## config.mk

```make
export PLATFORM = sky130hd
export DESIGN_NAME = nic_irq_ctrl
export DESIGN_NICKNAME = d
export VERILOG_FILES = /design/src/rtl/nic_irq_pkg.sv /design/src/rtl/irq_cause_bank.sv /design/src/rtl/irq_mask_bank.sv /design/src/rtl/irq_throttle.sv /design/src/rtl/nic_irq_ctrl.sv
export SDC_FILE = /design/constraint.sdc
export NUM_CORES = 1
export LEC_CHECK = 0
export BUFFER_PORTS_ARGS = -buffer_cell sky130_fd_sc_hd__buf_2
export CORE_MARGIN = 5
export CORE_UTILIZATION = 40
export CTS_CLUSTER_DIAMETER = 150
export DETAILED_ROUTE_END_ITERATION = 8
export PLACE_DENSITY = 0.73
export RECOVER_POWER = 25
export SLEW_MARGIN = 20
export SYNTH_ARGS = -nofsm -noshare
export SYNTH_HDL_FRONTEND = slang
export SYNTH_HIERARCHICAL = 1
export SYNTH_SLANG_ARGS = --single-unit
```

## constraint.sdc

```tcl
create_clock -name clk -period 2.2 [get_ports clk]
set_input_delay 0.11 -clock clk [delete_from_list [all_inputs] [get_ports clk]]
set_output_delay 0.11 -clock clk [all_outputs]
set_load 0.05 [all_outputs]
```

## src/rtl/nic_irq_pkg.sv

```systemverilog
package nic_irq_pkg;

    localparam int DW      = 32;
    localparam int ADDR_W  = 8;
    localparam int NUM_SRC = 18;
    localparam int THR_W   = 16;
    localparam int FLAG_B  = DW - 1;

    // Cause positions that exist; all others read zero.
    localparam logic [NUM_SRC-1:0] SRC_IMPL = 18'h3F6DF;

    localparam logic [ADDR_W-1:0] OFF_CAUSE = 8'hC0;
    localparam logic [ADDR_W-1:0] OFF_THROT = 8'hC4;
    localparam logic [ADDR_W-1:0] OFF_CSET  = 8'hC8;
    localparam logic [ADDR_W-1:0] OFF_MSET  = 8'hD0;
    localparam logic [ADDR_W-1:0] OFF_MCLR  = 8'hD8;
    localparam logic [ADDR_W-1:0] OFF_AMASK = 8'hE0;

    typedef enum logic [2:0] {
        SEL_NONE, SEL_CAUSE, SEL_THROT, SEL_CSET, SEL_MSET, SEL_MCLR, SEL_AMASK
    } reg_sel_e;

    typedef struct packed {
        logic     wr;
        logic     rd;
        reg_sel_e sel;
    } access_t;

    function automatic reg_sel_e decode_off(input logic [ADDR_W-1:0] a);
        case (a)
            OFF_CAUSE: return SEL_CAUSE;
            OFF_THROT: return SEL_THROT;
            OFF_CSET:  return SEL_CSET;
            OFF_MSET:  return SEL_MSET;
            OFF_MCLR:  return SEL_MCLR;
            OFF_AMASK: return SEL_AMASK;
            default:   return SEL_NONE;
        endcase
    endfunction

endpackage

```

## src/rtl/irq_cause_bank.sv

```systemverilog
module irq_cause_bank #(
    parameter int             N    = 18,
    parameter logic [N-1:0]   IMPL = '1
) (
    input  logic         clk,
    input  logic         rst,
    input  logic [N-1:0] evt,
    input  logic         set_we,
    input  logic         clr_we,
    input  logic         rd_clr,
    input  logic [N-1:0] wbits,
    input  logic         wflag,
    input  logic         irq_rise,
    output logic [N-1:0] pend,
    output logic         flag
);
    logic [N-1:0] set_v;
    logic [N-1:0] clr_v;

    always_comb begin
        set_v = (evt | (set_we ? wbits : '0)) & IMPL;
        clr_v = rd_clr ? '1 : (clr_we ? wbits : '0);
    end

    always_ff @(posedge clk) begin
        if (rst) begin
            pend <= '0;
            flag <= 1'b0;
        end else begin
            pend <= (pend & ~clr_v) | set_v;
            if (rd_clr || (clr_we && wflag))
                flag <= 1'b0;
            else if (irq_rise)
                flag <= 1'b1;
        end
    end
endmodule

```

## src/rtl/irq_mask_bank.sv

```systemverilog
module irq_mask_bank #(
    parameter int           N    = 18,
    parameter logic [N-1:0] IMPL = '1
) (
    input  logic         clk,
    input  logic         rst,
    input  logic         set_we,
    input  logic         clr_we,
    input  logic         am_we,
    input  logic         auto_fire,
    input  logic [N-1:0] wbits,
    output logic [N-1:0] mask,
    output logic [N-1:0] amask
);
    logic [N-1:0] on_v;
    logic [N-1:0] off_v;

    always_comb begin
        on_v  = set_we ? (wbits & IMPL) : '0;
        off_v = (clr_we ? wbits : '0) | (auto_fire ? amask : '0);
    end

    always_ff @(posedge clk) begin
        if (rst) begin
            mask  <= '0;
            amask <= '0;
        end else begin
            mask <= (mask & ~off_v) | on_v;
            if (am_we)
                amask <= wbits & IMPL;
        end
    end
endmodule

```

## src/rtl/irq_throttle.sv

```systemverilog
module irq_throttle #(
    parameter int W = 16
) (
    input  logic         clk,
    input  logic         rst,
    input  logic         int_we,
    input  logic [W-1:0] wval,
    input  logic         tick,
    input  logic         pending,
    output logic [W-1:0] interval,
    output logic [W-1:0] cnt,
    output logic         irq,
    output logic         rise
);
    logic irq_nx;
    logic expired;

    always_comb begin
        expired = (cnt == '0);
        irq_nx  = irq ? pending : (pending && expired);
        rise    = irq_nx && !irq;
    end

    always_ff @(posedge clk) begin
        if (rst) begin
            interval <= '0;
            cnt      <= '0;
            irq      <= 1'b0;
        end else begin
            irq <= irq_nx;
            if (int_we)
                interval <= wval;
            if (rise)
                cnt <= interval;
            else if (tick && !expired)
                cnt <= cnt - 1'b1;
        end
    end
endmodule

```

## src/rtl/nic_irq_ctrl.sv

```systemverilog
module nic_irq_ctrl
    import nic_irq_pkg::*;
(
    input  logic              clk,
    input  logic              rst,
    input  logic              wr_en,
    input  logic              rd_en,
    input  logic [ADDR_W-1:0] addr,
    input  logic [DW-1:0]     wdata,
    output logic [DW-1:0]     rdata,
    input  logic [NUM_SRC-1:0] evt,
    input  logic              tick,
    input  logic              automask_en,
    output logic              irq
);
    localparam int PAD_C = DW - 1 - NUM_SRC;
    localparam int PAD_M = DW - NUM_SRC;
    localparam int PAD_T = DW - THR_W;

    access_t           acc;
    logic              cause_rd, cause_wr, cause_acc, auto_fire, mask_we;
    logic [NUM_SRC-1:0] pend, mask, amask;
    logic              flag, rise;
    logic [THR_W-1:0]  interval, cnt;
    logic              unused_wbits;

    assign unused_wbits = &{1'b0, wdata[DW-2:NUM_SRC]};

    always_comb begin
        acc.wr  = wr_en;
        acc.rd  = rd_en && !wr_en;
        acc.sel = decode_off(addr);
        cause_rd  = acc.rd && (acc.sel == SEL_CAUSE);
        cause_wr  = acc.wr && (acc.sel == SEL_CAUSE);
        cause_acc = cause_rd || cause_wr;
        auto_fire = cause_acc && automask_en && flag;
        mask_we   = acc.wr && ((acc.sel == SEL_MSET) || (acc.sel == SEL_MCLR));
    end

    irq_cause_bank #(.N(NUM_SRC), .IMPL(SRC_IMPL)) u_cause (
        .clk(clk), .rst(rst), .evt(evt),
        .set_we(acc.wr && (acc.sel == SEL_CSET)),
        .clr_we(cause_wr), .rd_clr(cause_rd),
        .wbits(wdata[NUM_SRC-1:0]), .wflag(wdata[FLAG_B]),
        .irq_rise(rise), .pend(pend), .flag(flag)
    );

    irq_mask_bank #(.N(NUM_SRC), .IMPL(SRC_IMPL)) u_mask (
        .clk(clk), .rst(rst),
        .set_we(acc.wr && (acc.sel == SEL_MSET)),
        .clr_we(acc.wr && (acc.sel == SEL_MCLR)),
        .am_we(acc.wr && (acc.sel == SEL_AMASK)),
        .auto_fire(auto_fire), .wbits(wdata[NUM_SRC-1:0]),
        .mask(mask), .amask(amask)
    );

    irq_throttle #(.W(THR_W)) u_thr (
        .clk(clk), .rst(rst),
        .int_we(acc.wr && (acc.sel == SEL_THROT)),
        .wval(wdata[THR_W-1:0]), .tick(tick),
        .pending(|(pend & mask)),
        .interval(interval), .cnt(cnt), .irq(irq), .rise(rise)
    );

    always_comb begin
        case (acc.sel)
            SEL_CAUSE: rdata = {flag, {PAD_C{1'b0}}, pend};
            SEL_THROT: rdata = {{PAD_T{1'b0}}, interval};
            SEL_MSET:  rdata = {{PAD_M{1'b0}}, mask};
            SEL_AMASK: rdata = {{PAD_M{1'b0}}, amask};
            default:   rdata = '0;
        endcase
    end
endmodule

```

=== Yosys cells after proc, flatten, opt, wreduce, memory -nomap -nowiden ===
Cells that the tools add are included.

* Bits in registers: 85
* Logic and storage cells: 63

* Reductions and logical operators: 23
* Bitwise operators: 9
* Add/subtract/negate cells: 1
* Eq/ne operators: 12
* Muxes and demuxes: 11

{| class="wikitable"
|+ Operators with widths
! cell !! count
|-
| 32-bit one-hot mux with 4 select lines || 1
|-
| 18-bit two-way mux || 6
|-
| 18-bit OR || 4
|-
| 18-bit AND || 3
|-
| 8-bit equality test (second input constant) || 6
|-
| 18-bit NOT || 2
|-
| 16-bit two-way mux || 2
|-
| 3-bit one-hot mux with 6 select lines || 1
|-
| 18-bit OR reduction || 1
|-
| 16-bit zero test || 1
|-
| 16-bit by 1-bit subtractor with 16-bit output (second input constant) || 1
|-
| 1-bit logical AND || 14
|-
| 3-bit equality test (second input constant) || 3
|-
| 3-bit by 2-bit equality test with 1-bit output (second input constant) || 2
|-
| 3-bit by 1-bit equality test with 1-bit output (second input constant) || 1
|-
| 1-bit zero test || 3
|-
| 1-bit logical OR || 2
|-
| 2-bit nonzero test || 1
|-
| 2-bit OR reduction || 1
|-
| 1-bit two-way mux || 1
|}

=== Logic depth before layout (Yosys ltp) ===
Gate-level depths: netlist of the first run.

* Depth in word-level cells: 12
* Gate-level depth with buffers: 12
* Gate-level depth less buffers: 10

=== Cells and area by module ===
Netlist of the first run, hierarchy kept.

{| class="wikitable"
|+ Modules (own cells, without submodules)
! module !! times used !! cells an instance !! area each (um^2)
|-
| irq_throttle || 1 || 175 || 1556.5
|-
| irq_mask_bank || 1 || 143 || 1386.3
|-
| nic_irq_ctrl || 1 || 112 || 813.3
|-
| irq_cause_bank || 1 || 94 || 805.8
|}

=== Worst setup path before layout of the first run ===
OpenSTA, ideal clock, no wires.

* Path type: in2reg
* Start point: input addr[4]
* End point: register u_thr.interval[10]
* Arrival: 2.031 ns
* Stages on the path: 10
* Path buffers: 5
* Slack: 0.042 ns
* Required time: 2.072 ns
* Cells stage by stage: buf_2 nor2_1 and4b_1 buf_4 buf_6 and2_1 clkbuf_1 clkbuf_1 mux2i_1 nor2_1

* Longest elaborated chain between the ends: 4

{| class="wikitable"
|+ RTL lines
! item !! RTL line !! RTL
|-
| from (decl) || nic_irq_ctrl.sv:8 || <nowiki>input logic [ADDR_W-1:0] addr,</nowiki>
|-
| 8-bit equality test || nic_irq_pkg.sv:30 || <nowiki>case (a)</nowiki>
|-
| 3-bit one-hot mux with 6 select lines * || nic_irq_pkg.sv:30 ||
|-
| 3-bit by 2-bit equality test with 1-bit output * || nic_irq_ctrl.sv:59 || <nowiki>.int_we(acc.wr && (acc.sel == SEL_THROT)),</nowiki>
|-
| 1-bit logical AND * || nic_irq_ctrl.sv:59 ||
|-
| to (signal assigned) || irq_throttle.sv:32 || <nowiki>interval <= wval;</nowiki>
|-
| to (decl) || irq_throttle.sv:10 || <nowiki>output logic [W-1:0] interval,</nowiki>
|}

Mark *: on every way between the ends. The rest lies on a longest branch, timed or not.
A chain may end at the register's enable or synchronous reset.

=== Worst setup path in the final report of the first run ===
* Start point: register u_cause.pend[3]
* End point: register u_thr.cnt[2]

* Longest elaborated chain between the ends: 6

{| class="wikitable"
|+ RTL lines
! item !! RTL line !! RTL
|-
| from (decl) || irq_cause_bank.sv:14 || <nowiki>output logic [N-1:0] pend,</nowiki>
|-
| from (signal assigned) || irq_cause_bank.sv:30 || <nowiki>pend <= (pend & ~clr_v) | set_v;</nowiki>
|-
| 18-bit AND * || nic_irq_ctrl.sv:61 || <nowiki>.pending(|(pend & mask)),</nowiki>
|-
| 18-bit OR reduction * || nic_irq_ctrl.sv:61 ||
|-
| 1-bit logical AND || irq_throttle.sv:20 || <nowiki>irq_nx = irq ? pending : (pending && expired);</nowiki>
|-
| 1-bit two-way mux * || irq_throttle.sv:20 ||
|-
| 1-bit logical AND * || irq_throttle.sv:21 || <nowiki>rise = irq_nx && !irq;</nowiki>
|-
| net rise || nic_irq_ctrl.sv:23 || <nowiki>logic flag, rise;</nowiki>
|-
| 16-bit two-way mux or 2-bit nonzero test (tied branches) || n/a ||
|-
| to (signal assigned) || irq_throttle.sv:34 || <nowiki>cnt <= interval;</nowiki>
|-
| to (signal assigned) || irq_throttle.sv:36 || <nowiki>cnt <= cnt - 1'b1;</nowiki>
|-
| to (decl) || irq_throttle.sv:11 || <nowiki>output logic [W-1:0] cnt,</nowiki>
|}

Mark *: on every way through the listed nets, which the timed path passes. The rest lies on a longest branch.

==> flow_summary_export.csv, run 1 <==
group,metric,value,unit
floorplan,ios,97,
timing,finalSetupViolCount,0,
synthesis,synth_cell_types,62,
grt,overflow,0,
timing,hold-worst-slack,0.0349,ns
setup_path,cp_data_required_time,2.41,ns
placement,post-dp-hpwl,9030,um
floorplan,core-area,0.0113,mm^2
clock_tree,tritoncts,"done",
drt,antenna_left,0,
job,drv_cap,0,
timing,final_max_slew_viol_count,0,
synthesis,synth_compound_area_share,22.8,%
synthesis,ys_seq_area_share,37.3,%
power,p_leak,2.00,nW
timing,rsz0062_at_grt,"yes",
timing,finalHoldViolCount,0,
synthesis,ys_seq_elements,85,
drt,initialDrtViolationCount,321,
synthesis,synthCells,524,
floorplan,die_h,117,um
cells_and_area,num-nets-final,654,
power,combPwrFrac,28.5,%
placement,gp_congestion,0.922,
clock_tree,cts.sinks,85,
synthesis,synth_top_area_share,37.3,%
drt,post_drt_wl_per_cell,17.5,um
setup_path,arrival,2.35,ns
cells_and_area,num_antenna_cells,0,
floorplan,die_area,0.0136,mm^2
clock_tree,htree_levels,3,
placement,preCtsSetupSlack,0.0610,ns
timing,post-route-period-util,97.4,%
power,p_sw,1.53,mW
power,power_frac_seq,40.2,%
grt,antenna_found_initial,0,
power,clkPwrFrac,31.4,%
grt,grt_pass1_vias,4143,
timing,timing.slew.headroom,42.4,%
min_path,hold_class,"primary input to flip-flop",
clock_tree,worstSkewPairLatency,0.34,ns
clock_tree,clock-root-buffer,"clkbuf_16",
synthesis,synth_top_family_by_area,"compound AO/OA/AOI/OAI gates",
timing,skew,0.00362,ns
power,powerDensity,865,mW/mm^2
synthesis,synth_ff_type,"dfxtp_1",
synthesis,async_reset_ff_share,0,%
synthesis,avgSynthCellArea,8.71,um^2
placement,dpl_cell_area,0.00494,mm^2
timing,fin_ws,0.0563,ns
clock_tree,cts_made_buffers,9,
synthesis,yosys-top-cells-count,"dfxtp_1 (85), a21oi_1 (59), nand2_1 (56), mux2i_1 (50), nor2_1 (46)",
setup_path,start_kind,"flip-flop",
drt,wirelength,12900,um
synthesis,muxShareOfSynthArea,11.0,%
synthesis,yosysMostFrequentCell,"dfxtp_1",
run_status,status,"finished clean",
synthesis,synth-edff-count,0,
floorplan,die_w,117,um
floorplan,initial_core_util,40.3,%
grt,grt_pass1_wl,20500,um
cells_and_area,nFillCells,1086,
cells_and_area,fin_util,46.5,%
synthesis,synthAdderAreaFrac,0.549,%
synthesis,yosys_warnings,6,
power,intPower,3.03,mW
timing,setup-tns-final,0,ns
synthesis,synth_top_cells_by_area,"dfxtp_1 (37%), mux2i_1 (11%), a21oi_1 (6.5%), nand2_1 (4.6%), nor2_1 (3.8%)",
setup_path,crit_type,"flip-flop to flip-flop",
timing,worstMarginPinSlew,0.864,ns
drt,vias,4216,
synthesis,yosys.area_share.simple,18.4,%
placement,io_buffers,67,
power,peakVddDrop,426,uV
power,total_power,4.56,mW
setup_path,path_max_fanout,15,
cells_and_area,fin_cells,735,
drt,drc,0,
cells_and_area,final_area,0.00527,mm^2
drt,dr.pass1.iters,5,
synthesis,yosysTopAreaCell,"dfxtp_1",
power,switching_share,33.5,%
synthesis,synth_xor_area_share,1.34,%
timing,clock.fmax,466,MHz
grt,grt_use_total,19.0,%
placement,placedCellCount,716,
synthesis,synth_area,0.00456,mm^2
cells_and_area,area_delta_synth_final,15.5,%
timing,min_period,2.14,ns
clock_tree,cts_buffer_depth,2,
floorplan,rows,39,
clock_tree,clk_pin_slew,0.06,ns
setup_path,critPathCaptureType,"flip-flop",
cells_and_area,drive_above_1_share,18.4,%
grt,grt_max_degree,97,
drt,viasPerCell,5.74,
==> power by group through the flow <==
| stage | sequential (mW) | combinational, mW | clock (mW) |
|---|---|---|---|
| floorplan | 1.80 | 0.975 | 0 |
| global placement | 1.84 | 1.17 | 0 |
| detailed placement | 1.85 | 1.21 | 0 |
| CTS | 1.82 | 1.23 | 1.44 |
| global route | 1.85 | 1.42 | 1.53 |
| finish | 1.83 | 1.30 | 1.43 |
==> timing repair <==
item,4_1_cts,5_1_grt
endpoints found under the hold margin,7,0
gates resized for setup,0,6
setup endpoints to repair,0,17
buffers inserted,0,0
hold buffers,4,0
==> cell type report <==
type / count / area, um^2 / area share, %
multi-input combinational: 397 / 2560 / 48.7
sequential: 85 / 1700 / 32.3
timing repair buffer: 88 / 518 / 9.83
clock buffer: 14 / 274 / 5.20
tap: 143 / 179 / 3.40
inverter: 7 / 26.3 / 0.499
clock inverter: 1 / 5.00 / 0.0950
==> cell families after synthesis <==
| family | count (synthesis) |
|---|---|
| simple gates | 163 |
| compound gates | 159 |
| flops | 85 |
| buf+inv | 56 |
| mux | 50 |
| xor+xnor | 7 |
| fa+ha+maj | 2 |
| other cells | 2 |
==> worst max-delay path, stage by stage (launching register included) <==
cell      delay, ns
dfxtp_1        0.32
a22o_1         0.25
a221oi_2       0.23
and3_1         0.21
nand4_1        0.13
nor4b_2        0.20
nand2_1        0.08
or2_1          0.14
inv_2          0.15
a211oi_1       0.22
nor3_1         0.08
==> cells in the final DEF, fill, tap and decap left out, drive strengths merged, types with 4 or more instances in the layout <==
master	n
a211oi	4
a21boi	15
a21oi	60
a22oi	19
a31oi	5
buf	80
clkbuf	18
conb	16
dfxtp	85
dlygate4sd3	4
inv	7
mux2i	50
nand2	56
nand3	4
nand3b	16
nor2	47
nor3	8
nor4	4
o21ai	24
o2bb2ai	15
xor2	4
==> final timing paths <==
kind	startpoint	slack, ns	cells after the start	end
setup / recovery	u_cause/pend[3]	0.06	10	u_thr/cnt[2]
hold / removal	evt[17]	0.03	3	u_cause/pend[17]
hold reg to reg	u_mask/mask[11]	0.45	2	u_mask/mask[11]
setup reg to reg	u_cause/pend[3]	0.06	10	u_thr/cnt[2]
==> flip-flops by register name, summed over array words and instances (netlist names) <==
name            count
u_thr/irq           1
u_mask/mask        18
u_mask/amask       15
u_cause/flag        1
u_thr/cnt          16
u_thr/interval     16
u_cause/pend       18
==> per-layer routing <==
metal  track usage [%]  wire length (um)  up-vias
li1                  -                 -     1996
met1              23.7              5460     2044
met2              32.2              6360      153
met3              3.55               791       23
met4              7.80               269        0
met5                 0                 0        -
No activity file was read; power rests on OpenSTA's default activity.
==> run 2, diff against run 1 <==
Settings changed: REMOVE_ABC_BUFFERS from default to 1.
==> run 2 against run 1 <==
Effect of this change:
- critical path depth up 1
- register-to-register slack better by 0.04 ns
- count of clock-buffer cells in the layout unchanged
- via count up 0.12%
- design area up 0.90%
- sequential cell count unchanged
- wire length up 0.61%
- maximum frequency up 1.9%
- die area unchanged
- first-iteration DRC count up 32%
- worst hold slack worse by 0.0038 ns
- largest cell class unchanged
- highest routed layer unchanged
==> flow_summary_export.csv, run 2 (synthesis results as in run 1) <==
group,metric,value,unit
cells_and_area,drive_above_1_share,19.4,%
power,p_leak,2.03,nW
power,p_sw,1.53,mW
grt,grt_use_total,19.3,%
setup_path,critPathCaptureType,"flip-flop",
grt,grt_pass1_wl,20900,um
power,intPower,3.05,mW
power,switching_share,33.4,%
setup_path,reg2reg_depth,11,
setup_path,critPathBufInv,2,
power,combPwrFrac,29.0,%
grt,overflow,0,
drt,viasPerCell,5.69,
drt,wirelength,13000,um
cells_and_area,num_antenna_cells,0,
setup_path,r2r_end,"u_thr/cnt[7]",
floorplan,rows,39,
clock_tree,htree_levels,3,
min_path,holdPathStages,3,
min_path,hold_class,"primary input to flip-flop",
setup_path,cpMostUsedCell,"buf_4",
setup_path,max_stage_delay,0.32,ns
cells_and_area,final_cell_mix,"dfxtp_1 (85), buf_2 (65), a21oi_1 (59), nand2_1 (56), mux2i_1 (50)",
placement,io_buffers,67,
floorplan,ios,97,
run_status,status,"finished clean",
setup_path,r2r_slack,0.1,ns
timing,clock.fmax,475,MHz
power,peakVddDrop,522,uV
setup_path,r2r_start,"u_mask/mask[13]",
setup_path,arrival,2.35,ns
job,drv_cap,0,
cells_and_area,regArea,0.00170,mm^2
setup_path,cp_cell_sequence,"a22o_1 > a221oi_2 > buf_4 > and3_1 > nand4_1 > nor4b_4 > nand2_1 > or2_4 > buf_4 > nor2_1 > a311oi_1",
clock_tree,cts_setup_buffers,0,
power,clkPwrFrac,31.4,%
placement,placedCellCount,723,
grt,grt_max_degree,97,
setup_path,crit_family,"simple AND/OR/NAND/NOR gates",
floorplan,die_area,0.0136,mm^2
drt,antenna_left,0,
setup_path,critPathSlowestCell,"dfxtp_1",
cells_and_area,mostFrequentLayoutCell,"dfxtp_1",
timing,post-route-period-util,95.7,%
grt,antenna_found_initial,0,
placement,gp_congestion,0.893,
cells_and_area,fin_util,47.0,%
timing,skew,0.00448,ns
drt,drc,0,
drt,post_drt_wl_per_cell,17.5,um
setup_path,crit_type,"flip-flop to flip-flop",
drt,initialDrtViolationCount,424,
cells_and_area,multi_input_area,0.00257,mm^2
floorplan,die_h,117,um
clock_tree,cts.sinks,85,
drt,dr.pass1.iters,5,
floorplan,initial_core_util,40.3,%
placement,post-dp-hpwl,8750,um
floorplan,core-area,0.0113,mm^2
power,power_frac_seq,39.6,%
min_path,worstHoldEndpoint,"u_cause/pend[6]",
setup_path,cp_data_required_time,2.44,ns
cells_and_area,num-nets-final,661,
setup_path,path_max_fanout,5,
cells_and_area,reg_top3,"u_cause/pend x18, u_mask/mask x18",
setup_path,start_kind,"flip-flop",
grt,grt_pass1_vias,4103,
power,total_power,4.58,mW
cells_and_area,area_delta_synth_final,16.5,%
clock_tree,cts_made_buffers,9,
timing,finalSetupViolCount,0,
timing,final_max_slew_viol_count,0,
cells_and_area,nFillCells,1085,
clock_tree,clock-root-buffer,"clkbuf_16",
cells_and_area,fin_cells,742,
timing,worstMarginPinSlew,0.875,ns
timing,timing.slew.headroom,41.7,%
timing,hold-worst-slack,0.0312,ns
clock_tree,worstSkewPairLatency,0.34,ns
min_path,min_from,"evt[6]",
clock_tree,cts_buffer_depth,2,
timing,finalHoldViolCount,0,
timing,setup-tns-final,0,ns
drt,vias,4221,
clock_tree,tritoncts,"done",
power,powerDensity,861,mW/mm^2
clock_tree,clk_pin_slew,0.06,ns
floorplan,die_w,117,um
timing,min_period,2.10,ns
==> run 2: what timing repair did <==
| item | 4_1_cts | 5_1_grt |
|---|---|---|
| hold buffers | 4 | 0 |
| endpoints found under the hold margin | 5 | 0 |
| resized for setup | 0 | 8 |
| endpoints found under the setup margin | 0 | 17 |
==> run 2: worst register-to-register path, stage by stage (launching register included) <==
cell and delay (ns):
dfxtp_1 0.32, a22o_1 0.25, a221oi_2 0.21, buf_4 0.16
and3_1 0.13, nand4_1 0.15, nor4b_4 0.19, nand2_1 0.09
or2_4 0.13, buf_4 0.13, nor2_1 0.04, a311oi_1 0.21
==> run 2: per-layer routing <==
metal	track usage (%)	vias up	routed length, um
met3	3.14	11	811
li1	-	2014	-
met4	8.49	0	174
met5	0	-	0
met1	25.2	2039	5690
met2	31.6	157	6290
==> run 2: how the worst max path moves through the flow <==
stage / from / to / slack [ns] / cells past startpoint
floorplan: addr[0] / u_mask/amask[0] / 0.03 / 6
global placement: u_thr/cnt[0] / u_thr/cnt[6] / 0.07 / 7
detailed placement: u_cause/pend[13] / u_thr/cnt[2] / 0.03 / 11
CTS: u_cause/pend[13] / u_thr/cnt[7] / 0.004 / 11
global route: u_mask/mask[13] / u_thr/cnt[7] / -0.03 / 11
finish: u_mask/mask[13] / u_thr/cnt[7] / 0.1 / 11
==> run 2: stage by stage <==
step | area (um^2) | setup WS [ns]
floorplan | 4260 | 0.0315
global placement | 4970 | 0.0709
detailed placement | 4970 | 0.0345
CTS | 5290 | 0.00406
global route | 5320 | -0.0340
finish | 5320 | 0.0956
==> run 2: final cells by class <==
cell class,instances,area share (%)
inverters,7,0.541
well taps,143,3.37
multi-input cells,397,48.3
clock buffers,14,5.15
flip-flops and latches,85,32.0
clock inverters,1,0.0941
repair buffers,95,10.5
==> run 2: power by group through the flow <==
stage | Clock [mW] | Sequential (mW) | Combinational (mW)
2_1_floorplan | 0 | 1.82 | 0.901
3_3_place_gp | 0 | 1.83 | 1.23
3_5_place_dp | 0 | 1.84 | 1.23
4_1_cts | 1.45 | 1.81 | 1.25
5_1_grt | 1.51 | 1.84 | 1.47
6_report | 1.44 | 1.81 | 1.33
